### config.mk
export PLATFORM = sky130hd
export DESIGN_NAME = page_write_splitter
export DESIGN_NICKNAME = d
export VERILOG_FILES = /design/src/rtl/pws_pkg.sv /design/src/rtl/pws_chunk_calc.sv /design/src/rtl/pws_progress.sv /design/src/rtl/pws_ctrl.sv /design/src/rtl/page_write_splitter.sv
export SDC_FILE = /design/constraint.sdc
export NUM_CORES = 1
export LEC_CHECK = 0
export ABC_AREA = 1
export BUFFER_PORTS_ARGS = -buffer_cell sky130_fd_sc_hd__buf_2
export CORE_MARGIN = 2
export CORE_UTILIZATION = 57
export DETAILED_ROUTE_END_ITERATION = 12
export GPL_ROUTABILITY_DRIVEN = 0
export GPL_TIMING_DRIVEN = 0
export HOLD_SLACK_MARGIN = 0.02
export MAX_ROUTING_LAYER = met4
export PLACE_DENSITY_LB_ADDON = 0.2
export SYNTH_ARGS = -nofsm -noshare
export SYNTH_HDL_FRONTEND = slang
export SYNTH_SLANG_ARGS = --single-unit
### constraint.sdc
create_clock -name clk_i -period 5.4 [get_ports clk_i]
set_clock_uncertainty 0.05 [all_clocks]
set_input_delay 0.54 -clock clk_i [delete_from_list [all_inputs] [get_ports clk_i]]
set_output_delay 0.54 -clock clk_i [all_outputs]
set_load 0.02 [all_outputs]
### src/rtl/pws_pkg.sv
package pws_pkg;
  typedef enum logic [1:0] {
    ST_IDLE,
    ST_ISSUE,
    ST_WAIT,
    ST_FINISH
  } pws_state_e;
endpackage

### src/rtl/pws_chunk_calc.sv
module pws_chunk_calc #(
  parameter int ADDR_W     = 24,
  parameter int LEN_W      = 16,
  parameter int PAGE_BYTES = 256,
  localparam int PAGE_W = $clog2(PAGE_BYTES),
  localparam int CLEN_W = PAGE_W + 1
) (
  input  logic [ADDR_W-1:0] base_addr_i,
  input  logic [LEN_W-1:0]  total_i,
  input  logic [LEN_W-1:0]  written_i,
  output logic [ADDR_W-1:0] chunk_addr_o,
  output logic [CLEN_W-1:0] chunk_len_o,
  output logic              last_o
);
  localparam int CMP_W = (LEN_W > CLEN_W) ? LEN_W : CLEN_W;

  logic [PAGE_W-1:0] page_off;
  logic [CLEN_W-1:0] page_room;
  logic [LEN_W-1:0]  remaining;
  logic [CMP_W-1:0]  room_w, rem_w;

  always_comb begin
    chunk_addr_o = base_addr_i + ADDR_W'(written_i);
    page_off     = chunk_addr_o[PAGE_W-1:0];
    page_room    = CLEN_W'(PAGE_BYTES) - CLEN_W'(page_off);
    remaining    = total_i - written_i;
    room_w       = CMP_W'(page_room);
    rem_w        = CMP_W'(remaining);
    // clip to remaining bytes when they fit inside this page
    last_o       = (rem_w <= room_w);
    chunk_len_o  = last_o ? CLEN_W'(remaining) : page_room;
  end
endmodule

### src/rtl/pws_progress.sv
module pws_progress #(
  parameter int ADDR_W     = 24,
  parameter int LEN_W      = 16,
  parameter int PAGE_BYTES = 256,
  localparam int CLEN_W = $clog2(PAGE_BYTES) + 1
) (
  input  logic              clk_i,
  input  logic              rst_ni,
  input  logic              load_i,
  input  logic              advance_i,
  input  logic [ADDR_W-1:0] start_addr_i,
  input  logic [LEN_W-1:0]  total_len_i,
  input  logic [CLEN_W-1:0] chunk_len_i,
  output logic [ADDR_W-1:0] base_addr_o,
  output logic [LEN_W-1:0]  total_o,
  output logic [LEN_W-1:0]  written_o,
  output logic              len_zero_o
);
  logic [ADDR_W-1:0] base_q;
  logic [LEN_W-1:0]  total_q, written_q;

  always_ff @(posedge clk_i or negedge rst_ni) begin
    if (!rst_ni) begin
      base_q    <= '0;
      total_q   <= '0;
      written_q <= '0;
    end else if (load_i) begin
      base_q    <= start_addr_i;
      total_q   <= total_len_i;
      written_q <= '0;
    end else if (advance_i) begin
      written_q <= written_q + LEN_W'(chunk_len_i);
    end
  end

  assign base_addr_o = base_q;
  assign total_o     = total_q;
  assign written_o   = written_q;
  assign len_zero_o  = (total_len_i == '0);

  // request parameters only change on a load
  a_r10_hold_params: assert property (@(posedge clk_i) disable iff (!rst_ni)
    !load_i |=> $stable(base_q) && $stable(total_q));

  // progress never passes the total
  a_r4_no_overrun: assert property (@(posedge clk_i) disable iff (!rst_ni)
    !load_i |=> written_q <= total_q);
endmodule

### src/rtl/pws_ctrl.sv
module pws_ctrl
  import pws_pkg::*;
(
  input  logic clk_i,
  input  logic rst_ni,
  input  logic start_i,
  input  logic len_zero_i,
  input  logic last_i,
  input  logic chunk_ready_i,
  input  logic chunk_done_i,
  output logic load_o,
  output logic advance_o,
  output logic chunk_valid_o,
  output logic busy_o,
  output logic done_o
);
  pws_state_e state_q, state_d;

  always_comb begin
    state_d   = state_q;
    load_o    = 1'b0;
    advance_o = 1'b0;
    unique case (state_q)
      ST_IDLE: if (start_i) begin
        load_o  = 1'b1;
        state_d = len_zero_i ? ST_FINISH : ST_ISSUE;
      end
      ST_ISSUE: if (chunk_ready_i) state_d = ST_WAIT;
      ST_WAIT: if (chunk_done_i) begin
        advance_o = 1'b1;
        state_d   = last_i ? ST_FINISH : ST_ISSUE;
      end
      ST_FINISH: state_d = ST_IDLE;
      default:   state_d = ST_IDLE;
    endcase
  end

  always_ff @(posedge clk_i or negedge rst_ni) begin
    if (!rst_ni) state_q <= ST_IDLE;
    else         state_q <= state_d;
  end

  assign chunk_valid_o = (state_q == ST_ISSUE);
  assign busy_o        = (state_q != ST_IDLE);
  assign done_o        = (state_q == ST_FINISH);

  // stay waiting until the engine reports completion
  a_r6_wait_done: assert property (@(posedge clk_i) disable iff (!rst_ni)
    (state_q == ST_WAIT && !chunk_done_i) |=> state_q == ST_WAIT);

  // zero-length request goes straight to completion
  a_r9_zero_len: assert property (@(posedge clk_i) disable iff (!rst_ni)
    (state_q == ST_IDLE && start_i && len_zero_i) |=> state_q == ST_FINISH);
endmodule

### src/rtl/page_write_splitter.sv
module page_write_splitter #(
  parameter int ADDR_W     = 24,
  parameter int LEN_W      = 16,
  parameter int PAGE_BYTES = 256,
  localparam int PAGE_W = $clog2(PAGE_BYTES),
  localparam int CLEN_W = PAGE_W + 1
) (
  input  logic              clk_i,
  input  logic              rst_ni,
  input  logic              start_i,
  input  logic [ADDR_W-1:0] start_addr_i,
  input  logic [LEN_W-1:0]  total_len_i,
  output logic              busy_o,
  output logic              chunk_valid_o,
  input  logic              chunk_ready_i,
  output logic [ADDR_W-1:0] chunk_addr_o,
  output logic [CLEN_W-1:0] chunk_len_o,
  output logic [LEN_W-1:0]  chunk_offset_o,
  input  logic              chunk_done_i,
  output logic              done_o
);
  logic              load, advance, len_zero, last;
  logic [ADDR_W-1:0] base_addr;
  logic [LEN_W-1:0]  total, written;

  pws_progress #(
    .ADDR_W(ADDR_W), .LEN_W(LEN_W), .PAGE_BYTES(PAGE_BYTES)
  ) u_progress (
    .clk_i        (clk_i),
    .rst_ni       (rst_ni),
    .load_i       (load),
    .advance_i    (advance),
    .start_addr_i (start_addr_i),
    .total_len_i  (total_len_i),
    .chunk_len_i  (chunk_len_o),
    .base_addr_o  (base_addr),
    .total_o      (total),
    .written_o    (written),
    .len_zero_o   (len_zero)
  );

  pws_chunk_calc #(
    .ADDR_W(ADDR_W), .LEN_W(LEN_W), .PAGE_BYTES(PAGE_BYTES)
  ) u_calc (
    .base_addr_i  (base_addr),
    .total_i      (total),
    .written_i    (written),
    .chunk_addr_o (chunk_addr_o),
    .chunk_len_o  (chunk_len_o),
    .last_o       (last)
  );

  pws_ctrl u_ctrl (
    .clk_i         (clk_i),
    .rst_ni        (rst_ni),
    .start_i       (start_i),
    .len_zero_i    (len_zero),
    .last_i        (last),
    .chunk_ready_i (chunk_ready_i),
    .chunk_done_i  (chunk_done_i),
    .load_o        (load),
    .advance_o     (advance),
    .chunk_valid_o (chunk_valid_o),
    .busy_o        (busy_o),
    .done_o        (done_o)
  );

  assign chunk_offset_o = written;

  // a chunk never runs past the end of its page
  a_r3_no_cross: assert property (@(posedge clk_i) disable iff (!rst_ni)
    chunk_valid_o |->
      ((CLEN_W+1)'(chunk_addr_o[PAGE_W-1:0]) + (CLEN_W+1)'(chunk_len_o))
        <= (CLEN_W+1)'(PAGE_BYTES));

  // every issued chunk carries data
  a_r4_nonzero: assert property (@(posedge clk_i) disable iff (!rst_ni)
    chunk_valid_o |-> chunk_len_o != '0);

  // stalled request is held unchanged
  a_r7_hold: assert property (@(posedge clk_i) disable iff (!rst_ni)
    (chunk_valid_o && !chunk_ready_i) |=>
      chunk_valid_o && $stable(chunk_addr_o) && $stable(chunk_len_o)
      && $stable(chunk_offset_o));

  // done is a single-cycle pulse followed by idle
  a_r8_done_pulse: assert property (@(posedge clk_i) disable iff (!rst_ni)
    done_o |=> !done_o && !busy_o);
endmodule

==> results.py, run 1 <==
metrics = {
    "drt": {
        "ant_nets": 0,
        "drt_iter0_drc": 338,
        "via_per_inst": 5.53,
        "wl_mm": 15.0,
        "vias": 5313,
        "drtPass1Iterations": 5,
        "route.detailed.drc": 0,
        "wl_per_cell_um": 15.6,
    },
    "timing": {
        "period_needed_ps": 5220,
        "worst_pin_slew_ps": 768,
        "period_share_pct": 96.8,
        "maxSlewViolCount": 0,
        "final_hold_viol_count": 0,
        "fin_tns_setup_ps": 0,
        "max_freq_mhz": 191,
        "max_slew_margin_pct": 48.4,
        "setup_viol": 0,
    },
    "synth": {
        "synthCells": 724,
        "syn-num-nets": 824,
        "synth_compound_area_share_pct": 12.7,
        "synth-async-reset-ratio_pct": 100,
        "yosys.area.top_type": "dfrtp_1",
        "synth_xor_area_share_pct": 5.90,
        "yosysUniqueCellTypes": 47,
        "synth-warning-count": 0,
        "syn_area_um2": 5280,
        "synth_edf_count": 0,
        "synth_area_leaders": "dfrtp_1, nand2_1, ha_1, inv_1, mux2_2",
        "synth_top_family_by_area": "simple AND/OR/NAND/NOR gates",
        "synth.top_cell.area_share_pct": 27.5,
        "synth_seq_cells": 58,
        "yosysSeqAreaShare_pct": 27.5,
        "synth.area.mux_share_pct": 4.69,
        "synthAdderAreaFrac_pct": 13.5,
        "synth-simple-area-share_pct": 26.5,
        "avgSynthCellArea_um2": 7.29,
        "synth_flop_cell": "dfrtp_1",
    },
    "worst_setup_path": {
        "endpoint_kind": "flop",
        "cp_data_required_time_ps": 5610,
        "crit_slowest_cell": "dfrtp_2",
        "path_max_fanout": 6,
        "r2r_slack_ps": 180,
        "path_class": "flop to flop",
        "critPathTopFamily": "simple AND/OR/NAND/NOR gates",
        "worst_path_most_repeated_cell": "inv_2",
        "cp.arrival_ps": 5430,
        "critPathMaxStageDelay_ps": 430,
        "worst_setup_path_start_kind": "flop",
        "crit_buf_inv": 7,
    },
    "run": {
        "drv_cap": 0,
    },
    "clock_network": {
        "clkTransAtPathRegs_ps": 70,
        "cts_buffer_depth": 2,
        "cts_buffers": 9,
        "h-tree-depth": 3,
        "cts_tree": "done",
        "root_buffer": "clkbuf_8",
        "clk_latency_ps": 370,
        "cts_sinks": 58,
        "cts.hold.buffers_added": 0,
    },
    "grt": {
        "grt.total_usage_pct": 30.3,
        "overflow": 0,
        "grt_max_degree": 59,
        "grt_pass1_vias": 4929,
        "grt_antenna_before_repair": 0,
        "grt_pass1_wl_mm": 23.2,
        "grt.met1_usage_pct": 38.7,
        "grt_use_met3_pct": 5.50,
        "top_usage_layer": "met2",
        "use_met2_pct": 46.9,
    },
    "place": {
        "portBuffers": 96,
        "hpwl_mm": 11.3,
    },
    "floorplanning": {
        "fp.dieW_um": 100,
        "row_count": 35,
        "core_um2": 9110,
        "die_h_um": 100,
        "ios": 97,
        "initial_core_util_pct": 58.0,
        "die_area_um2": 10000,
    },
    "run_status": {
        "status": "completed",
    },
    "min_path": {
        "hold_path.class": "primary input to asynchronous set/reset pin",
    },
    "cells_and_area": {
        "areaGrowthSynthToFinish_pct": 22.9,
        "drive_gt1_share_pct": 28.2,
        "antenna_cells": 0,
        "fillCellCount": 750,
        "nets": 945,
    },
}
==> cells by family after synthesis <==
group	Yosys count
AOI/OAI and AO/OA	116
muxes	22
buffers and inverters	127
DFF	58
xor gates and xnor gates	33
and+or+nand+nor	313
adders and majority gates	55
==> placed cells by master (no fill, tap or decap), types with 3 or more instances in the layout <==
cell,Yosys,layout
clkbuf_8,0,11
nor2_1,44,42
mux2_2,22,22
nand4_1,11,11
nor3_2,3,3
ha_4,0,6
a21oi_1,47,43
dfrtp_1,58,56
xor2_2,3,3
o21ai_0,32,30
o22ai_1,8,7
nor2_4,2,3
xnor2_1,13,12
nor2_2,6,7
inv_2,9,17
nor3_1,7,6
nand3_1,34,31
and2_1,4,4
ha_2,0,4
buf_2,0,95
nand2_1,182,175
clkinv_1,3,3
ha_1,52,42
nand3_2,4,7
nand3b_1,3,3
clkbuf_1,4,5
nand2_2,9,15
xor2_1,17,16
o21bai_1,5,5
a21oi_2,2,6
buf_4,0,14
o21ai_2,4,4
buf_1,3,3
a31oi_1,4,4
inv_1,107,98
==> worst reg2reg max path: cells and delay by family (launching register included) <==
family	cells	cell delay, ps
adders and majority gates	4	940
AOI/OAI and AO/OA	4	740
buffers and inverters	7	600
DFF	1	430
and+or+nand+nor	17	2350
==> timing repair <==
action / CTS / global route
pin swaps: 0 / 17
endpoints found under the setup margin: 2 / 11
gates resized for setup: 7 / 51
gates cloned: 0 / 1
setup buffers: 0 / 13
==> layout make-up <==
cell class	count	area, um^2	area share, %
Multi-Input combinational cell	539	3570	55.0
Sequential cell	58	1450	22.4
Timing Repair Buffer	110	606	9.33
Inverter	119	450	6.94
Clock buffer	12	155	2.39
Tap cell	111	139	2.14
Clock inverter	4	73.8	1.14
Buffer	8	41.3	0.636
==> worst paths after layout <==
kind,start,endpoint,cells past startpoint
min,rst_ni,u_progress.total_o[3],1
min in group clk_i,start_addr_i[11],u_progress.base_addr_o[11],2
max in group asynchronous,rst_ni,u_progress.written_o[1],1
max reg2reg,u_progress.written_o[0],u_progress.written_o[15],32
max,u_progress.written_o[0],u_progress.written_o[15],32
min reg2reg,u_progress.total_o[7],u_progress.total_o[7],2
==> flip-flops by register name, summed over array words and instances (netlist names) <==
register                flops
u_progress.total_o         16
u_ctrl.state_q              2
u_progress.written_o       16
u_progress.base_addr_o     24
==> Yosys cell counts, types with 2 or more instances <==
cell type / n
ha_1: 52
o21ai_1: 2
buf_1: 3
inv_2: 9
nor2_4: 2
nand3b_1: 3
xnor2_1: 13
o21ai_2: 4
nor3_2: 3
dfrtp_1: 58
nor3_1: 7
xor2_1: 17
nand4_1: 11
clkbuf_1: 4
nand3_1: 34
nor2_2: 6
o211ai_1: 2
inv_1: 107
a31oi_1: 4
a21oi_2: 2
nand2_2: 9
nand2_1: 182
nor2_1: 44
xor2_2: 3
o21a_1: 2
fa_1: 3
a21oi_1: 47
and2_1: 4
o21bai_1: 5
o21ai_0: 32
clkinv_1: 3
o22ai_1: 8
nand3_2: 4
mux2_2: 22
==> metal layers <==
| metal | share of wire [%] | vias up |
|---|---|---|
| met5 | 0 | - |
| li1 | - | 2599 |
| met3 | 6.5 | 48 |
| met2 | 46 | 207 |
| met1 | 44 | 2459 |
| met4 | 3.5 | 0 |
==> through the flow <==
| step | setup WS, ps | area, um^2 | std cells | hold slack (ps) | utilization (%) |
|---|---|---|---|---|---|
| 3_5_place_dp | -196 | 5900 | 931 | 436 | 64.8 |
| 4_1_cts | 10.8 | 6160 | 947 | 355 | 67.6 |
| 5_1_grt | -88.0 | 6490 | 961 | 278 | 71.3 |
| 3_3_place_gp | -38.1 | 5900 | 931 | 427 | 64.8 |
| 6_report | 175 | 6490 | 961 | 176 | 71.3 |
| 2_1_floorplan | 193 | 5280 | 724 | 194 | - |
Power of run 1 is left out: the tool's default activity adds up to more than one toggle a clock period on the data nets, which glitch-free logic cannot reach.
==> run 2, diff against run 1 <==
- RECOVER_POWER: not set -> 100
==> run 2 against run 1 <==
  * The run now ends with capacitance limit, slew limit left
  * Die area is the same
  * Critical path type unchanged
  * Largest cell class unchanged
  * First-iteration DRC count is the same
  * Routed wire length grew 0.11%
  * Sequential share of layout area is essentially flat
  * Cell count is the same
==> results.py, run 2 (synthesis gave the netlist of run 1 again) <==
metrics = {
    "run_status": {
        "violations": "capacitance limit, slew limit",
        "status": "complete, but fails checks",
    },
    "grt": {
        "grt_max_degree": 59,
        "grt_pass1_wl_mm": 23.2,
        "grt.total_usage_pct": 30.3,
        "overflow": 0,
        "grt_pass1_vias": 4929,
        "grt_antenna_before_repair": 0,
    },
    "cells_and_area": {
        "final_cell_mix": "nand2_1, inv_1, buf_2",
        "finish.instance_area_um2": 6480,
        "areaGrowthSynthToFinish_pct": 22.8,
        "drive_gt1_share_pct": 27.9,
        "utilization_pct": 71.2,
        "nets": 945,
        "antenna_cells": 0,
        "fillCellCount": 752,
        "largest_reg_flops": 24,
        "mostFrequentLayoutCell": "nand2_1",
    },
    "worst_setup_path": {
        "cp_data_required_time_ps": 5610,
        "worst_setup_path_start_kind": "flop",
        "cp.arrival_ps": 5430,
        "worst_path_most_repeated_cell": "inv_2",
        "path_class": "flop to flop",
        "endpoint_kind": "flop",
        "crit_slowest_cell": "dfrtp_2",
        "critPathMaxStageDelay_ps": 430,
        "path_max_fanout": 6,
    },
    "clock_network": {
        "h-tree-depth": 3,
        "cts_sinks": 58,
        "cts_buffers": 9,
        "cts_buffer_depth": 2,
        "root_buffer": "clkbuf_8",
        "cts_tree": "done",
        "clk_latency_ps": 370,
        "clkTransAtPathRegs_ps": 70,
    },
    "floorplanning": {
        "core_um2": 9110,
        "die_area_um2": 10000,
        "row_count": 35,
        "initial_core_util_pct": 58.0,
        "die_h_um": 100,
        "fp.dieW_um": 100,
        "ios": 97,
    },
    "drt": {
        "route.detailed.drc": 0,
        "drtPass1Iterations": 6,
        "wl_mm": 15.0,
        "drt_iter0_drc": 338,
        "wl_per_cell_um": 15.6,
        "via_per_inst": 5.53,
        "ant_nets": 0,
        "vias": 5317,
    },
    "timing": {
        "period_needed_ps": 5220,
        "maxSlewViolCount": 59,
        "setup_viol": 0,
        "worst_pin_slew_ps": 3200,
        "max_slew_margin_pct": -114,
        "final_hold_viol_count": 0,
        "max_freq_mhz": 191,
        "fin_ws_ps": 177,
        "hold_ws_ps": 353,
        "period_share_pct": 96.7,
    },
    "place": {
        "placed_area_um2": 5900,
        "portBuffers": 96,
        "pre_cts_ws_ps": -196,
        "hpwl_mm": 11.3,
    },
    "min_path": {
        "hold_path.class": "primary input to flop",
    },
    "run": {
        "drv_cap": 1,
    },
}
==> run 2: area by class of cell <==
class                   instances  area, um^2  share of cell area [%]
plain buffers                   8        41.3                   0.637
clock buffers                  12         155                    2.39
clock inverters                 4        73.8                    1.14
inverters                     119         450                    6.95
multi-input cells             539        3570                    55.1
flip-flops and latches         58        1450                    22.4
well taps                     111         139                    2.14
repair buffers                110         599                    9.24
==> run 2: stage by stage <==
step / std cells / TNS (ps)
2_1_floorplan: 724 / 0
3_3_place_gp: 931 / -38.1
3_5_place_dp: 931 / -334
6_report: 961 / 0
5_1_grt: 961 / -156
4_1_cts: 947 / 0
==> run 2: critical path, delay by kind of cell (launching register included) <==
| kind | cells | cell delay, ps |
|---|---|---|
| simple gates | 17 | 2330 |
| flops | 1 | 430 |
| fa+ha+maj | 4 | 930 |
| buf+inv | 7 | 600 |
| compound gates | 4 | 740 |
==> run 2: worst paths after layout <==
path	startpoint	depth (start not counted)	slack (ps)	endpoint
min	start_addr_i[11]	2	350	u_progress.base_addr_o[11]
min in group asynchronous	rst_ni	1	1170	u_progress.total_o[3]
max	u_progress.written_o[0]	32	180	u_progress.written_o[15]
max in group asynchronous	rst_ni	1	2090	u_progress.written_o[1]
max reg2reg	u_progress.written_o[0]	32	180	u_progress.written_o[15]
min reg2reg	u_progress.total_o[10]	2	450	u_progress.total_o[10]
==> run 2: timing repair <==
item | in CTS | in global routing
cloned | 0 | 1
buffers inserted | 0 | 13
hold buffers | 0 | 0
pin swaps | 0 | 17
endpoints found under the setup margin | 2 | 11
resized for setup | 7 | 51
==> run 2: layer usage <==
layer | GRT usage, % | share of wire, % | vias up
met5 | - | 0 | -
met4 | 14.2 | 3.3 | 0
met3 | 5.50 | 6.2 | 46
met2 | 46.9 | 46 | 205
met1 | 38.7 | 44 | 2468
li1 | - | - | 2598
Power of run 2 is left out for the same reason.
==> run 3, diff against run 2 <==
- ABC_AREA: 1 -> not set
- CORE_UTILIZATION: 57 -> 56
- RECOVER_POWER: 100 -> not set
==> run 3 against run 2 <==
  * The run ends with setup timing left
  * Highest routed layer unchanged
  * Register-to-register slack worse by 670 ps
  * Largest cell class unchanged
  * Synthesized area down 9.2%
  * Critical path depth down 3
==> results.py, run 3 <==
metrics = {
    "clock_network": {
        "h-tree-depth": 3,
        "cts_buffers": 9,
        "clkTransAtPathRegs_ps": 80,
        "root_buffer": "clkbuf_8",
        "cts_buffer_depth": 2,
        "cts_sinks": 58,
        "cts_tree": "done",
        "cts.hold.buffers_added": 0,
        "clk_latency_ps": 350,
    },
    "synth": {
        "synth_seq_cells": 58,
        "syn_area_um2": 4790,
        "synth_area_leaders": "dfrtp_1, ha_1, nand2_1, xnor2_1, inv_1",
        "avgSynthCellArea_um2": 8.08,
        "yosysUniqueCellTypes": 53,
        "synthTopCellsByCount": "nand2_1, dfrtp_1, ha_1, inv_1",
        "synth_edf_count": 0,
        "synth.top_cell.area_share_pct": 30.3,
        "synth_flop_cell": "dfrtp_1",
        "synth-warning-count": 0,
        "synthCells": 593,
        "syn-num-nets": 693,
        "synth-async-reset-ratio_pct": 100,
        "synth_most_common_cell": "nand2_1",
        "yosysSeqAreaShare_pct": 30.3,
        "yosys.area.top_type": "dfrtp_1",
    },
    "drt": {
        "wl_mm": 14.9,
        "wl_per_cell_um": 17.7,
        "via_per_inst": 5.91,
        "drt_iter0_drc": 398,
        "route.detailed.drc": 0,
        "drtPass1Iterations": 5,
        "ant_nets": 0,
        "vias": 4991,
    },
    "worst_setup_path": {
        "crit_slowest_cell": "dfrtp_2",
        "path_max_fanout": 6,
        "endpoint_kind": "flop",
        "r2r_cells": 29,
        "cp.arrival_ps": 6110,
        "critPathMaxStageDelay_ps": 410,
        "path_class": "flop to flop",
        "cp_data_required_time_ps": 5620,
        "worst_setup_path_start_kind": "flop",
        "worst_path_most_repeated_cell": "a21o_1",
    },
    "timing": {
        "max_slew_margin_pct": 50.0,
        "final_hold_viol_count": 0,
        "setup_viol": 11,
        "worst_pin_slew_ps": 750,
        "fin_ws_ps": -495,
        "maxSlewViolCount": 0,
        "period_needed_ps": 5900,
        "max_freq_mhz": 170,
        "rsz0062_at_grt": "true",
        "period_share_pct": 109,
    },
    "run_status": {
        "violations": "setup timing",
        "status": "complete, but fails checks",
    },
    "grt": {
        "grt_antenna_before_repair": 0,
        "grt_use_met3_pct": 6.36,
        "use_met2_pct": 52.6,
        "grt.met1_usage_pct": 39.3,
        "grt_pass1_vias": 4669,
        "grt_pass1_wl_mm": 22.1,
        "grt_max_degree": 59,
        "overflow": 0,
        "grt.total_usage_pct": 31.9,
        "top_usage_layer": "met2",
    },
    "floorplanning": {
        "fp.dieW_um": 96.5,
        "die_h_um": 96.5,
        "die_area_um2": 9310,
        "initial_core_util_pct": 58.0,
        "row_count": 33,
        "ios": 97,
        "core_um2": 8260,
    },
    "place": {
        "portBuffers": 96,
        "hpwl_mm": 10.0,
        "pre_cts_ws_ps": -786,
    },
    "min_path": {
        "hold_path.class": "primary input to asynchronous set/reset pin",
    },
    "cells_and_area": {
        "areaGrowthSynthToFinish_pct": 32.3,
        "final_cell_mix": "nand2_1, buf_2, dfrtp_1",
        "drive_gt1_share_pct": 29.1,
        "mostFrequentLayoutCell": "nand2_1",
        "utilization_pct": 76.8,
        "antenna_cells": 0,
        "nets": 835,
        "largest_reg_flops": 24,
    },
    "run": {
        "drv_cap": 0,
    },
}
-- run 3: final cells by class --
| class | instances | area [um^2] |
|---|---|---|
| flip-flops and latches | 58 | 1460 |
| inverters | 41 | 154 |
| repair buffers | 131 | 803 |
| clock inverters | 6 | 66.3 |
| plain buffers | 13 | 56.3 |
| multi-input cells | 481 | 3530 |
| fillers | 534 | 1920 |
| well taps | 105 | 131 |
| clock buffers | 10 | 138 |
-- run 3: cell families after synthesis --
group	Yosys count	share of synthesized area, %
AOI/OAI and AO/OA	126	16.8
xor gates and xnor gates	39	7.13
adders and majority gates	55	14.8
buffers and inverters	54	4.39
DFF	58	30.3
muxes	15	3.68
and+or+nand+nor	246	22.9
-- run 3: critical path, delay by kind of cell (launching register included) --
kind	cells	cell delay (ps)
multiplexers	1	220
AND/OR/NAND/NOR	7	1530
AO/OA/AOI/OAI	11	1780
buffers and inverters	6	740
adder cells (fa/ha/maj)	4	1090
flip-flops	1	410
-- run 3: through the flow --
step | instances | setup TNS, ps | cell area [um^2] | hold slack [ps]
2_1_floorplan | 593 | -2140 | 4920 | 194
3_3_place_gp | 794 | -4760 | 5530 | 413
3_5_place_dp | 794 | -5930 | 5530 | 417
4_1_cts | 835 | -2340 | 6100 | 322
5_1_grt | 845 | -6850 | 6340 | 268
6_report | 845 | -4390 | 6340 | 182
-- run 3: repair_timing --
item	4_1_cts	5_1_grt
endpoints found under the setup margin	18	18
pin swaps	23	18
gates cloned	0	0
resized for setup	25	27
setup buffers	25	10
-- run 3: final timing paths --
kind / slack, ps / to / startpoint
setup / recovery: -500 / u_progress.written_o[15] / u_progress.base_addr_o[0]
hold / removal: 180 / u_progress.base_addr_o[4] / rst_ni
setup reg to reg: -500 / u_progress.written_o[15] / u_progress.base_addr_o[0]
hold reg to reg: 430 / u_progress.base_addr_o[5] / u_progress.base_addr_o[5]
max in group asynchronous: 4540 / u_progress.base_addr_o[0] / rst_ni
min in group clk_i: 330 / u_progress.base_addr_o[4] / start_addr_i[4]
-- run 3: routing by layer --
metal / vias up / share of wire, %
li1: 2337 / -
met4: 0 / 4.1
met3: 64 / 7.3
met2: 240 / 49
met1: 2350 / 39
met5: - / 0
Power of run 3 is left out for the same reason.
